$ cat src/rtl/psm_pkg.sv
package psm_pkg;

    typedef enum logic {
        TMR_IDLE = 1'b0,
        TMR_RUN  = 1'b1
    } tmr_state_e;

    typedef struct packed {
        logic level;
        logic rise;
        logic fall;
    } filt_t;

    function automatic int unsigned us_to_cycles(longint unsigned freq_hz, int unsigned usec);
        longint unsigned c;
        c = (freq_hz * longint'(usec)) / 64'd1000000;
        return (c == 0) ? 1 : int'(c);
    endfunction

endpackage

$ cat src/rtl/psm_pulse_gen.sv
module psm_pulse_gen #(
    parameter int unsigned HALF_CYC = 50
) (
    input  logic clk,
    input  logic rst,
    output logic pulse_o
);
    localparam int unsigned CW = $clog2(HALF_CYC + 1);
    localparam logic [CW-1:0] LAST = CW'(HALF_CYC - 1);

    logic [CW-1:0] cnt_q;

    always_ff @(posedge clk) begin
        if (rst) begin
            cnt_q   <= '0;
            pulse_o <= 1'b0;
        end else if (cnt_q == LAST) begin
            cnt_q   <= '0;
            pulse_o <= ~pulse_o;
        end else begin
            cnt_q <= cnt_q + 1'b1;
        end
    end
endmodule

$ cat src/rtl/psm_in_filter.sv
module psm_in_filter
    import psm_pkg::*;
#(
    parameter int unsigned SYNC_STAGES = 2,
    parameter int unsigned FILT_CYC    = 40
) (
    input  logic  clk,
    input  logic  rst,
    input  logic  raw_i,
    output filt_t filt_o
);
    localparam int unsigned CW = $clog2(FILT_CYC + 1);
    localparam logic [CW-1:0] LAST = CW'(FILT_CYC - 1);

    logic [SYNC_STAGES-1:0] sync_q;
    logic                   samp;
    logic [CW-1:0]          cnt_q;

    generate
        if (SYNC_STAGES == 1) begin : g_one
            always_ff @(posedge clk) begin
                if (rst) sync_q <= '0;
                else     sync_q <= raw_i;
            end
        end else begin : g_chain
            always_ff @(posedge clk) begin
                if (rst) sync_q <= '0;
                else     sync_q <= {sync_q[SYNC_STAGES-2:0], raw_i};
            end
        end
    endgenerate

    assign samp = sync_q[SYNC_STAGES-1];

    always_ff @(posedge clk) begin
        if (rst) begin
            cnt_q  <= '0;
            filt_o <= '0;
        end else begin
            filt_o.rise <= 1'b0;
            filt_o.fall <= 1'b0;
            if (samp == filt_o.level) begin
                cnt_q <= '0;
            end else if (cnt_q == LAST) begin
                cnt_q        <= '0;
                filt_o.level <= samp;
                filt_o.rise  <= samp;
                filt_o.fall  <= ~samp;
            end else begin
                cnt_q <= cnt_q + 1'b1;
            end
        end
    end
endmodule

$ cat src/rtl/psm_watch.sv
module psm_watch
    import psm_pkg::*;
#(
    parameter int unsigned SET_CYC     = 10,
    parameter int unsigned TIMEOUT_CYC = 75
) (
    input  logic  clk,
    input  logic  rst,
    input  filt_t filt_i,
    output logic  valid_o,
    output logic  set_act_o,
    output logic  expire_o
);
    localparam int unsigned SW = $clog2(SET_CYC + 1);
    localparam int unsigned TW = $clog2(TIMEOUT_CYC + 1);
    localparam logic [SW-1:0] SET_LOAD = SW'(SET_CYC);
    localparam logic [TW-1:0] TMR_LOAD = TW'(TIMEOUT_CYC);
    localparam logic [TW-1:0] TMR_ONE  = TW'(1);

    logic [SW-1:0] set_cnt_q;
    logic [TW-1:0] tmr_q;
    tmr_state_e    tmr_st_q;

    assign set_act_o = (set_cnt_q != '0);
    assign expire_o  = (tmr_st_q == TMR_RUN) && (tmr_q == TMR_ONE)
                       && !filt_i.rise && !filt_i.fall;

    // stretched set pulse from each clean rising edge
    always_ff @(posedge clk) begin
        if (rst)              set_cnt_q <= '0;
        else if (filt_i.rise) set_cnt_q <= SET_LOAD;
        else if (set_act_o)   set_cnt_q <= set_cnt_q - 1'b1;
    end

    // rising edge arms, falling edge reloads, silence expires
    always_ff @(posedge clk) begin
        if (rst) begin
            tmr_st_q <= TMR_IDLE;
            tmr_q    <= '0;
        end else if (filt_i.rise) begin
            tmr_st_q <= TMR_RUN;
            tmr_q    <= TMR_LOAD;
        end else if (filt_i.fall && tmr_st_q == TMR_RUN) begin
            tmr_q <= TMR_LOAD;
        end else if (expire_o) begin
            tmr_st_q <= TMR_IDLE;
            tmr_q    <= '0;
        end else if (tmr_st_q == TMR_RUN) begin
            tmr_q <= tmr_q - 1'b1;
        end
    end

    // held flag: reset, then expiry, then set
    always_ff @(posedge clk) begin
        if (rst)            valid_o <= 1'b0;
        else if (expire_o)  valid_o <= 1'b0;
        else if (set_act_o) valid_o <= 1'b1;
    end
endmodule

$ cat src/rtl/pulsed_switch_monitor.sv
module pulsed_switch_monitor
    import psm_pkg::*;
#(
    parameter longint unsigned CLK_FREQ_HZ   = 125_000_000,
    parameter int unsigned     PULSE_HALF_US = 50,
    parameter int unsigned     FILTER_US     = 40,
    parameter int unsigned     SET_US        = 10,
    parameter int unsigned     TIMEOUT_US    = 75,
    parameter int unsigned     SYNC_STAGES   = 2
) (
    input  logic clk,
    input  logic rst,
    input  logic sense_in,
    output logic test_pulse,
    output logic contact_ok
);
    localparam int unsigned HALF_CYC    = us_to_cycles(CLK_FREQ_HZ, PULSE_HALF_US);
    localparam int unsigned FILT_CYC    = us_to_cycles(CLK_FREQ_HZ, FILTER_US);
    localparam int unsigned SET_CYC     = us_to_cycles(CLK_FREQ_HZ, SET_US);
    localparam int unsigned TIMEOUT_CYC = us_to_cycles(CLK_FREQ_HZ, TIMEOUT_US);

    filt_t filt_w;
    logic  set_act_w;
    logic  expire_w;

    psm_pulse_gen #(.HALF_CYC(HALF_CYC)) i_gen (
        .clk     (clk),
        .rst     (rst),
        .pulse_o (test_pulse)
    );

    psm_in_filter #(.SYNC_STAGES(SYNC_STAGES), .FILT_CYC(FILT_CYC)) i_filt (
        .clk    (clk),
        .rst    (rst),
        .raw_i  (sense_in),
        .filt_o (filt_w)
    );

    psm_watch #(.SET_CYC(SET_CYC), .TIMEOUT_CYC(TIMEOUT_CYC)) i_watch (
        .clk       (clk),
        .rst       (rst),
        .filt_i    (filt_w),
        .valid_o   (contact_ok),
        .set_act_o (set_act_w),
        .expire_o  (expire_w)
    );
endmodule

$ cat config.mk
export PLATFORM = sky130hd
export DESIGN_NAME = pulsed_switch_monitor
export DESIGN_NICKNAME = d
export VERILOG_FILES = /design/src/rtl/psm_pkg.sv /design/src/rtl/psm_pulse_gen.sv /design/src/rtl/psm_in_filter.sv /design/src/rtl/psm_watch.sv /design/src/rtl/pulsed_switch_monitor.sv
export SDC_FILE = /design/constraint.sdc
export NUM_CORES = 1
export LEC_CHECK = 0
export ABC_AREA = 1
export ABC_CLOCK_PERIOD_IN_PS = 2750
export BUFFER_PORTS_ARGS = -buffer_cell sky130_fd_sc_hd__buf_4
export CORE_ASPECT_RATIO = 0.7
export CORE_UTILIZATION = 55
export DETAILED_ROUTE_END_ITERATION = 12
export GPL_TIMING_DRIVEN = 1
export PLACE_DENSITY = 0.71
export SYNTH_ARGS = -nofsm -noshare
export SYNTH_HDL_FRONTEND = slang
export SYNTH_SLANG_ARGS = --single-unit
$ cat constraint.sdc
create_clock -name clk -period 2.75 [get_ports clk]
set_input_delay 0.275 -clock clk [delete_from_list [all_inputs] [get_ports clk]]
set_output_delay 0.275 -clock clk [all_outputs]
set_load 0.01 [all_outputs]
Word-level counts from Yosys, hierarchy flattened --
Cells that the tools add are included. W data, S select, Z words.
Word-level totals: bits in registers 59, output and inout bits 2
Operators by class: $add $sub $neg 4, eq/ne operators 5, mux-type cells 9, bitwise logic cells 4, reductions and logical operators 18
Operators with widths (count):
- $mux W14 | 4
- $add A13 B1 Y13 const B | 2
- $eq A13 B13 Y1 const B | 2
- $mux W11 | 2
- $eq A14 B1 Y1 const B | 1
- $sub A14 B1 Y14 const B | 1
- $reduce_bool A11 Y1 | 1
- $sub A11 B1 Y11 const B | 1
- $reduce_or A2 Y1 | 3
- $reduce_or A3 Y1 | 2
- $logic_and A1 B1 Y1 | 4
- $not A1 Y1 | 4
- $reduce_and A2 Y1 | 2
- $reduce_bool A2 Y1 | 2
- $reduce_bool A4 Y1 | 1
- $reduce_or A4 Y1 | 1
- $mux W1 | 3
- $logic_not A1 Y1 | 2
- $ne A2 B2 Y1 const B | 1
- $eq A1 B1 Y1 | 1

Longest topological paths before layout --
Gate-level depths: netlist of run 1.
word-level depth 7, mapped depth 11

Hierarchy --
From an unflattened synthesis of run 1, not the netlist that was laid out.
Unflattened totals: cells, all modules 443, area, all modules 3141.8 um^2
Modules (own cells, without submodules):
- psm_watch | instances 1, cells each 219, area an instance 1502.7 um^2
- psm_in_filter | instances 1, cells each 111, area an instance 862.1 um^2
- psm_pulse_gen | instances 1, cells each 113, area an instance 777.0 um^2

Least setup slack after synthesis of run 1 --
OpenSTA, ideal clock, no wires.
kind flip-flop to flip-flop, start point register i_filt.cnt_q[0], end point register i_filt.cnt_q[11], arrival time 1.179 ns, required time 2.636 ns, slack 1.457 ns, cell stages (with the launch flop) 8, buffers on the path 1, clock period less this slack 1.293 ns, cells stage by stage dfxtp_1 -> ha_1 -> nand2_1 -> nor3_1 -> nand3_1 -> nand2_1 -> buf_6 -> nor2_1
On the way: word-level cells in the longest chain between the ends 2, elaborated cells on any way between the ends 3
RTL lines:
- from (decl) | line psm_in_filter.sv:17 | logic [CW-1:0] cnt_q;
- from (signal assigned) | line psm_in_filter.sv:50 | cnt_q <= cnt_q + 1'b1;
- branches (longest 2 deep; another with $add A13 B1 Y13)
Parallel ways; which one is timed is not known. A chain may end at the register's enable or synchronous reset.

Worst setup path after layout of run 1 --
Ends and elaborated chain as after synthesis.

==> flow_summary.json, run 1 <==
{
  "status": "finished clean",
  "p_clk_frac": 0.322,
  "min_period_ns": 1.58,
  "cts_hold_buf": 0,
  "critical_path_class": "reg -> reg",
  "synthMostInstantiatedCell": "nand2_1",
  "ios": 5,
  "insertion_delay_ns": 0.34,
  "cts_buffers": 9,
  "dieHeight_um": 63.0,
  "cts_root_buffer": "clkbuf_8",
  "cp_max_fo": 12,
  "cts_setup_buffers": 0,
  "pre_cts_ws_ns": 1.17,
  "power_mw": 2.09,
  "cts_tree": "yes",
  "p_seq_frac": 0.460,
  "drv_cap": 0,
  "cts.sinks": 59,
  "grt_max_degree": 16,
  "ys.flop_type": "dfxtp_1",
  "synth.top_cells.by_count": "nand2_1 (78), nor2_1 (68), dfxtp_1 (59)",
  "ys_seq_area_frac": 0.404,
  "ys_ff_latch": 59,
  "arrival_ns": 1.79,
  "max_freq_mhz": 633,
  "final_core_util": 0.642,
  "htree_levels": 3,
  "crit_path_end_kind": "flop",
  "syn_avg_cell_area_um2": 6.99,
  "syn-instance-count": 418,
  "viasPerCell": 5.17,
  "areaGrowthSynthToFinish_pct": 8.53,
  "start_kind": "flop",
  "cellInternalPower_mw": 1.41,
  "worst_slack_ns": 1.17,
  "hold_path_class": "in -> reg",
  "cpPeakStageDelay_ns": 0.36,
  "ant_nets": 0,
  "combPwrFrac": 0.217,
  "grt_first_pass_wirelength_um": 10500,
  "crit_required_ns": 2.96,
  "syn-cell-area_um2": 2920,
  "multi_input_area_um2": 1490,
  "peakVddDrop_uv": 316,
  "grt_pass1_vias": 2495,
  "finalNetCount": 437,
  "cts_buffer_depth": 2,
  "swShare": 0.326,
  "final.period_utilization": 0.574,
  "whs_ns": 0.132,
  "ys_types": 32,
  "setup_tns_ns": 0,
  "finalSetupViolCount": 0,
  "yosys_warnings": 0,
  "tightest_slew_ns": 0.502,
  "cp_common_cell": "nand2_1",
  "area.sequential_um2": 1180,
  "reg2reg_depth": 6,
  "grt_util_all_layers": 0.242,
  "dr.pass1.iters": 5,
  "p_leak_nw": 1.30,
  "crit_chain": "ha_1 > nand2_1 > nor3_1 > nand3_1 > nand2_1 > nor2_1",
  "p_switching_mw": 0.682,
  "routed_wl_um": 5770,
  "wl_per_cell_um": 11.5,
  "gp_congestion": 0.854,
  "synth.top_cell.area_share": 0.404,
  "synth_nets": 428,
  "num_antenna_cells": 0,
  "drive_gt1_frac": 0.0787,
  "die_w_um": 89.1,
  "async_flop_share": 0,
  "slew_headroom": 0.663,
  "drt_iter0_markers": 91,
  "fillCellCount": 495,
  "whs_path_depth": 3,
  "power-per-cell-area_nw_per_um2": 661,
  "hpwl_um": 4350,
  "rows": 21,
  "overflow": 0,
  "fp.dieArea_um2": 5610,
  "cpMaxStageDelayCell": "nand2_1",
  "antenna_found_initial": 0,
  "synth.largest_area_cell": "dfxtp_1",
  "clock_skew_ns": 0.00846,
  "io_buffers": 4,
  "rsz0062_at_grt": "false",
  "hold_violations": 0,
  "drcViolationCount": 0,
  "initial_core_util": 0.591,
  "synth_edf_count": 0,
  "ys_top_cells_by_area": "dfxtp_1 (40%), nand2_1 (10%), nor2_1 (8.7%)",
  "vias": 2590,
  "ctsResizeCount": 0,
  "clkTransAtPathRegs_ns": 0.07,
  "report.final.slew_viol_count": 0,
  "core_um2": 4940
}
==> through the flow <==
step | std cells | cell area [um^2]
after CTS | 501 | 3170
after global placement | 485 | 3000
final | 501 | 3170
after detailed placement | 485 | 3000
after floorplan | 418 | 2920
after global routing | 501 | 3170
==> cell type report <==
cell class / count / area share
Tap cell: 69 / 0.0272
Timing Repair Buffer: 4 / 0.00947
Clock buffer: 9 / 0.0391
Sequential cell: 59 / 0.373
Inverter: 56 / 0.0663
Multi-Input combinational cell: 297 / 0.471
Clock inverter: 7 / 0.0138
==> cell usage in the layout (no fill, tap or decap), types with 2 or more instances in the layout <==
master	netlist	final
nand3_1	34	34
buf_4	1	4
o21bai_1	2	2
nor4_2	2	2
ha_1	7	7
nor2_2	6	6
nand2_1	78	78
nand4_1	14	14
clkinvlp_4	0	2
xnor2_1	5	5
a31oi_1	2	2
xor2_1	8	8
clkbuf_8	0	9
inv_1	55	55
dfxtp_1	59	59
clkinv_2	0	4
a21oi_1	30	30
nor3_2	2	2
nor3_1	12	12
nor3b_1	2	2
nor2_1	68	68
o21ai_0	17	17
==> cells by family (layout without fill, tap and decap cells) <==
family | count (synthesis) | in the layout | share of synthesized area
xor+xnor | 13 | 13 | 0.0390
buf+inv | 62 | 76 | 0.0840
compound gates | 52 | 52 | 0.0930
fa+ha+maj | 7 | 7 | 0.0300
flops | 59 | 59 | 0.404
simple gates | 225 | 225 | 0.350
==> state kept, by name, indices dropped and copies added (netlist names) <==
name,cells
i_filt.filt_o,3
i_watch.tmr_st_q,1
i_filt.sync_q,2
i_watch.valid_o,1
i_filt.cnt_q,13
i_watch.tmr_q,14
i_gen.cnt_q,13
i_watch.set_cnt_q,11
i_gen.pulse_o,1
==> per-layer routing <==
layer	vias to the layer above	track usage	wire (um)
met5	-	0	0
met4	0	0.0714	65
met3	5	0.0951	286
met2	54	0.382	2500
met1	1160	0.305	2910
li1	1371	-	-
==> power groups by stage <==
stage / logic, mW / clock network [mW] / registers [mW]
after floorplan: 0.370 / 0 / 0.975
after global routing: 0.534 / 0.736 / 0.970
final: 0.455 / 0.675 / 0.964
after detailed placement: 0.453 / 0 / 0.983
after global placement: 0.442 / 0 / 0.982
after CTS: 0.457 / 0.697 / 0.964
==> path summary, 6_finish.rpt <==
kind                                    start                           to  slack [ns]
hold reg to reg   i_filt.sync_q[0]$_SDFF_PP0_  i_filt.sync_q[1]$_SDFF_PP0_        0.42
hold / removal                       sense_in  i_filt.sync_q[0]$_SDFF_PP0_        0.13
setup / recovery   i_filt.cnt_q[0]$_SDFF_PP0_  i_filt.cnt_q[11]$_SDFF_PP0_        1.17
setup reg to reg   i_filt.cnt_q[0]$_SDFF_PP0_  i_filt.cnt_q[11]$_SDFF_PP0_        1.17
==> worst max-delay path: cells and delay by family (launching register included) <==
kind | cells | cell delay (ns)
flops | 1 | 0.35
simple gates | 5 | 0.94
fa+ha+maj | 1 | 0.17
Power figures use the tool's default switching activity.
==> inputs of run 2 (changes only) <==
--- a/config.mk
+++ b/config.mk
@@ -6,7 +6,7 @@
 export NUM_CORES = 1
 export LEC_CHECK = 0
 export ABC_AREA = 1
-export ABC_CLOCK_PERIOD_IN_PS = 2750
+export ABC_CLOCK_PERIOD_IN_PS = 1500
 export BUFFER_PORTS_ARGS = -buffer_cell sky130_fd_sc_hd__buf_4
 export CORE_ASPECT_RATIO = 0.7
 export CORE_UTILIZATION = 55
==> constraint.sdc (replaced) <==
create_clock -name clk -period 1.5 [get_ports clk]
set_input_delay 0.15 -clock clk [delete_from_list [all_inputs] [get_ports clk]]
set_output_delay 0.15 -clock clk [all_outputs]
set_load 0.01 [all_outputs]
==> run 2 against run 1 <==
  * Wire length up 2.0%
  * Non-clock buffer count up 15
  * Largest power group unchanged
  * Final cell count up 3.0%
  * Clock-buffer cell count up 1
  * Die area unchanged
  * Sequential share of layout area down 2.5 points
  * Fmax up 11%
  * Sequential cell count unchanged
  * Critical path depth up 5
  * Design area up 7.7%
  * Clock power up 140%
  * Register-to-register slack worse by 1.1 ns
==> flow_summary.json, run 2 (synthesis gave the netlist of run 1 again) <==
{
  "status": "finished clean",
  "io_buffers": 4,
  "use_met3": 0.0845,
  "critical_path_class": "reg -> reg",
  "clkTransAtPathRegs_ns": 0.07,
  "rows": 21,
  "overflow": 0,
  "dr.pass1.iters": 4,
  "viasPerCell": 5.12,
  "critical-path-top-delay-family": "simple AND/OR/NAND/NOR gates",
  "hold_violations": 0,
  "worst_slack_ns": 0.0734,
  "die_w_um": 89.1,
  "cts_root_buffer": "clkbuf_8",
  "largest-register": "i_watch.tmr_q",
  "fp.dieArea_um2": 5610,
  "grt_pass1_vias": 2430,
  "wl_per_cell_um": 11.4,
  "pre_cts_ws_ns": -0.000482,
  "power-per-cell-area_nw_per_um2": 1240,
  "cts_buffer_depth": 2,
  "grt_util_all_layers": 0.237,
  "final.period_utilization": 0.951,
  "core_um2": 4940,
  "initial_core_util": 0.591,
  "insertion_delay_ns": 0.34,
  "p_leak_nw": 1.41,
  "vias": 2640,
  "cts_tree": "yes",
  "hp-start": "sense_in",
  "antenna_found_initial": 0,
  "hold_path_class": "in -> reg",
  "drv_cap": 0,
  "final_common_cell": "nand2_1",
  "gp_congestion": 0.840,
  "multi_input_area_um2": 1560,
  "cp_max_fo": 6,
  "clock_skew_ns": 0.00862,
  "drive_gt1_frac": 0.145,
  "grtUsageMet1": 0.319,
  "routed_wl_um": 5880,
  "rsz0062_at_grt": "true",
  "met2_usage": 0.356,
  "rr_startpoint": "i_watch.tmr_q[1]$_SDFFE_PP0P_",
  "finalSetupViolCount": 0,
  "area.sequential_um2": 1190,
  "min_period_ns": 1.43,
  "tightest_slew_ns": 0.354,
  "crit_chain": "inv_1 > ha_1 > inv_1 > nor2_2 > nand2_1 > nor2_2 > nand3_2 > nand2_1 > nor2_1 > nor2_1 > nor2_1",
  "finalNetCount": 452,
  "top_regs": "i_watch.tmr_q x14, i_filt.cnt_q x13, i_gen.cnt_q x13",
  "dieHeight_um": 63.0,
  "cpMaxStageDelayCell": "dfxtp_1",
  "htree_levels": 3,
  "start_kind": "flop",
  "fillCellCount": 431,
  "hpwl_um": 4280,
  "num_antenna_cells": 0,
  "cp-startpoint": "i_watch.tmr_q[1]$_SDFFE_PP0P_",
  "cts.sinks": 59,
  "power_mw": 4.24,
  "ant_nets": 0,
  "cpPeakStageDelay_ns": 0.32,
  "largest_reg_flops": 14,
  "arrival_ns": 1.66,
  "cts_buffers": 9,
  "crit_path_end_kind": "flop",
  "grt_first_pass_wirelength_um": 10300,
  "report.final.slew_viol_count": 0,
  "path_buf_inv": 2,
  "ios": 5,
  "peakVddDrop_uv": 735,
  "areaGrowthSynthToFinish_pct": 16.9,
  "drt_iter0_markers": 189,
  "crit_required_ns": 1.73,
  "grt_max_degree": 14,
  "drcViolationCount": 0,
  "slew_headroom": 0.764,
  "mostFrequentLayoutCells": "nand2_1 (77), nor2_1 (65), dfxtp_1 (55), inv_1 (53), nand3_1 (31)",
  "cp_common_cell": "nor2_1",
  "top_usage_layer": "met2",
  "max_freq_mhz": 701
}
## run 2: final cells by class
type	instances	area share
Clock buffer	10	0.0374
Clock inverter	6	0.0264
Inverter	56	0.0616
Multi-Input combinational cell	297	0.457
Sequential cell	59	0.347
Tap cell	69	0.0253
Timing Repair Buffer	19	0.0454
## run 2: repair_timing
| item | 4_1_cts | 5_1_grt |
|---|---|---|
| gates cloned | 0 | 0 |
| hold buffers | 0 | 0 |
| pin swaps | 0 | 5 |
| endpoints found under the setup margin | 1 | 42 |
| buffers inserted | 0 | 3 |
| resized for setup | 1 | 19 |
## run 2: per-layer routing
layer  vias to the layer above  part of all wire
li1                       1398                 -
met2                        48              0.42
met4                         0             0.016
met1                      1182              0.52
met5                         -                 0
met3                        12             0.046
## run 2: metrics by stage
step	util	setup TNS, ns	cell area (um^2)	hold slack [ns]	std cells
4_1_cts	0.674	0	3330	0.00211	513
3_3_place_gp	0.628	0	3100	0.353	497
2_1_floorplan	-	0	2920	0.257	418
6_report	0.691	0	3410	0.0150	516
3_5_place_dp	0.628	-0.000482	3100	0.359	497
5_1_grt	0.691	-0.0969	3410	0.00756	516
## run 2: report_power, final
part | total, mW | internal [mW] | switching [mW]
logic | 0.880 | 0.351 | 0.529
registers | 1.78 | 1.68 | 0.0930
clock network | 1.59 | 0.938 | 0.652
total | 4.24 | 2.97 | 1.27
## run 2: worst paths after layout
path / end / slack [ns] / cells after the start
setup reg to reg: i_watch.tmr_q[13]$_SDFFE_PP0P_ / 0.07 / 11
hold / removal: i_filt.sync_q[0]$_SDFF_PP0_ / 0.01 / 3
hold reg to reg: i_filt.sync_q[1]$_SDFF_PP0_ / 0.41 / 2
setup / recovery: i_watch.tmr_q[13]$_SDFFE_PP0P_ / 0.07 / 11
## run 2: worst min-delay path, stage by stage
cell and delay (ns):
buf_4 0.08, inv_1 0.03, nor2_1 0.06
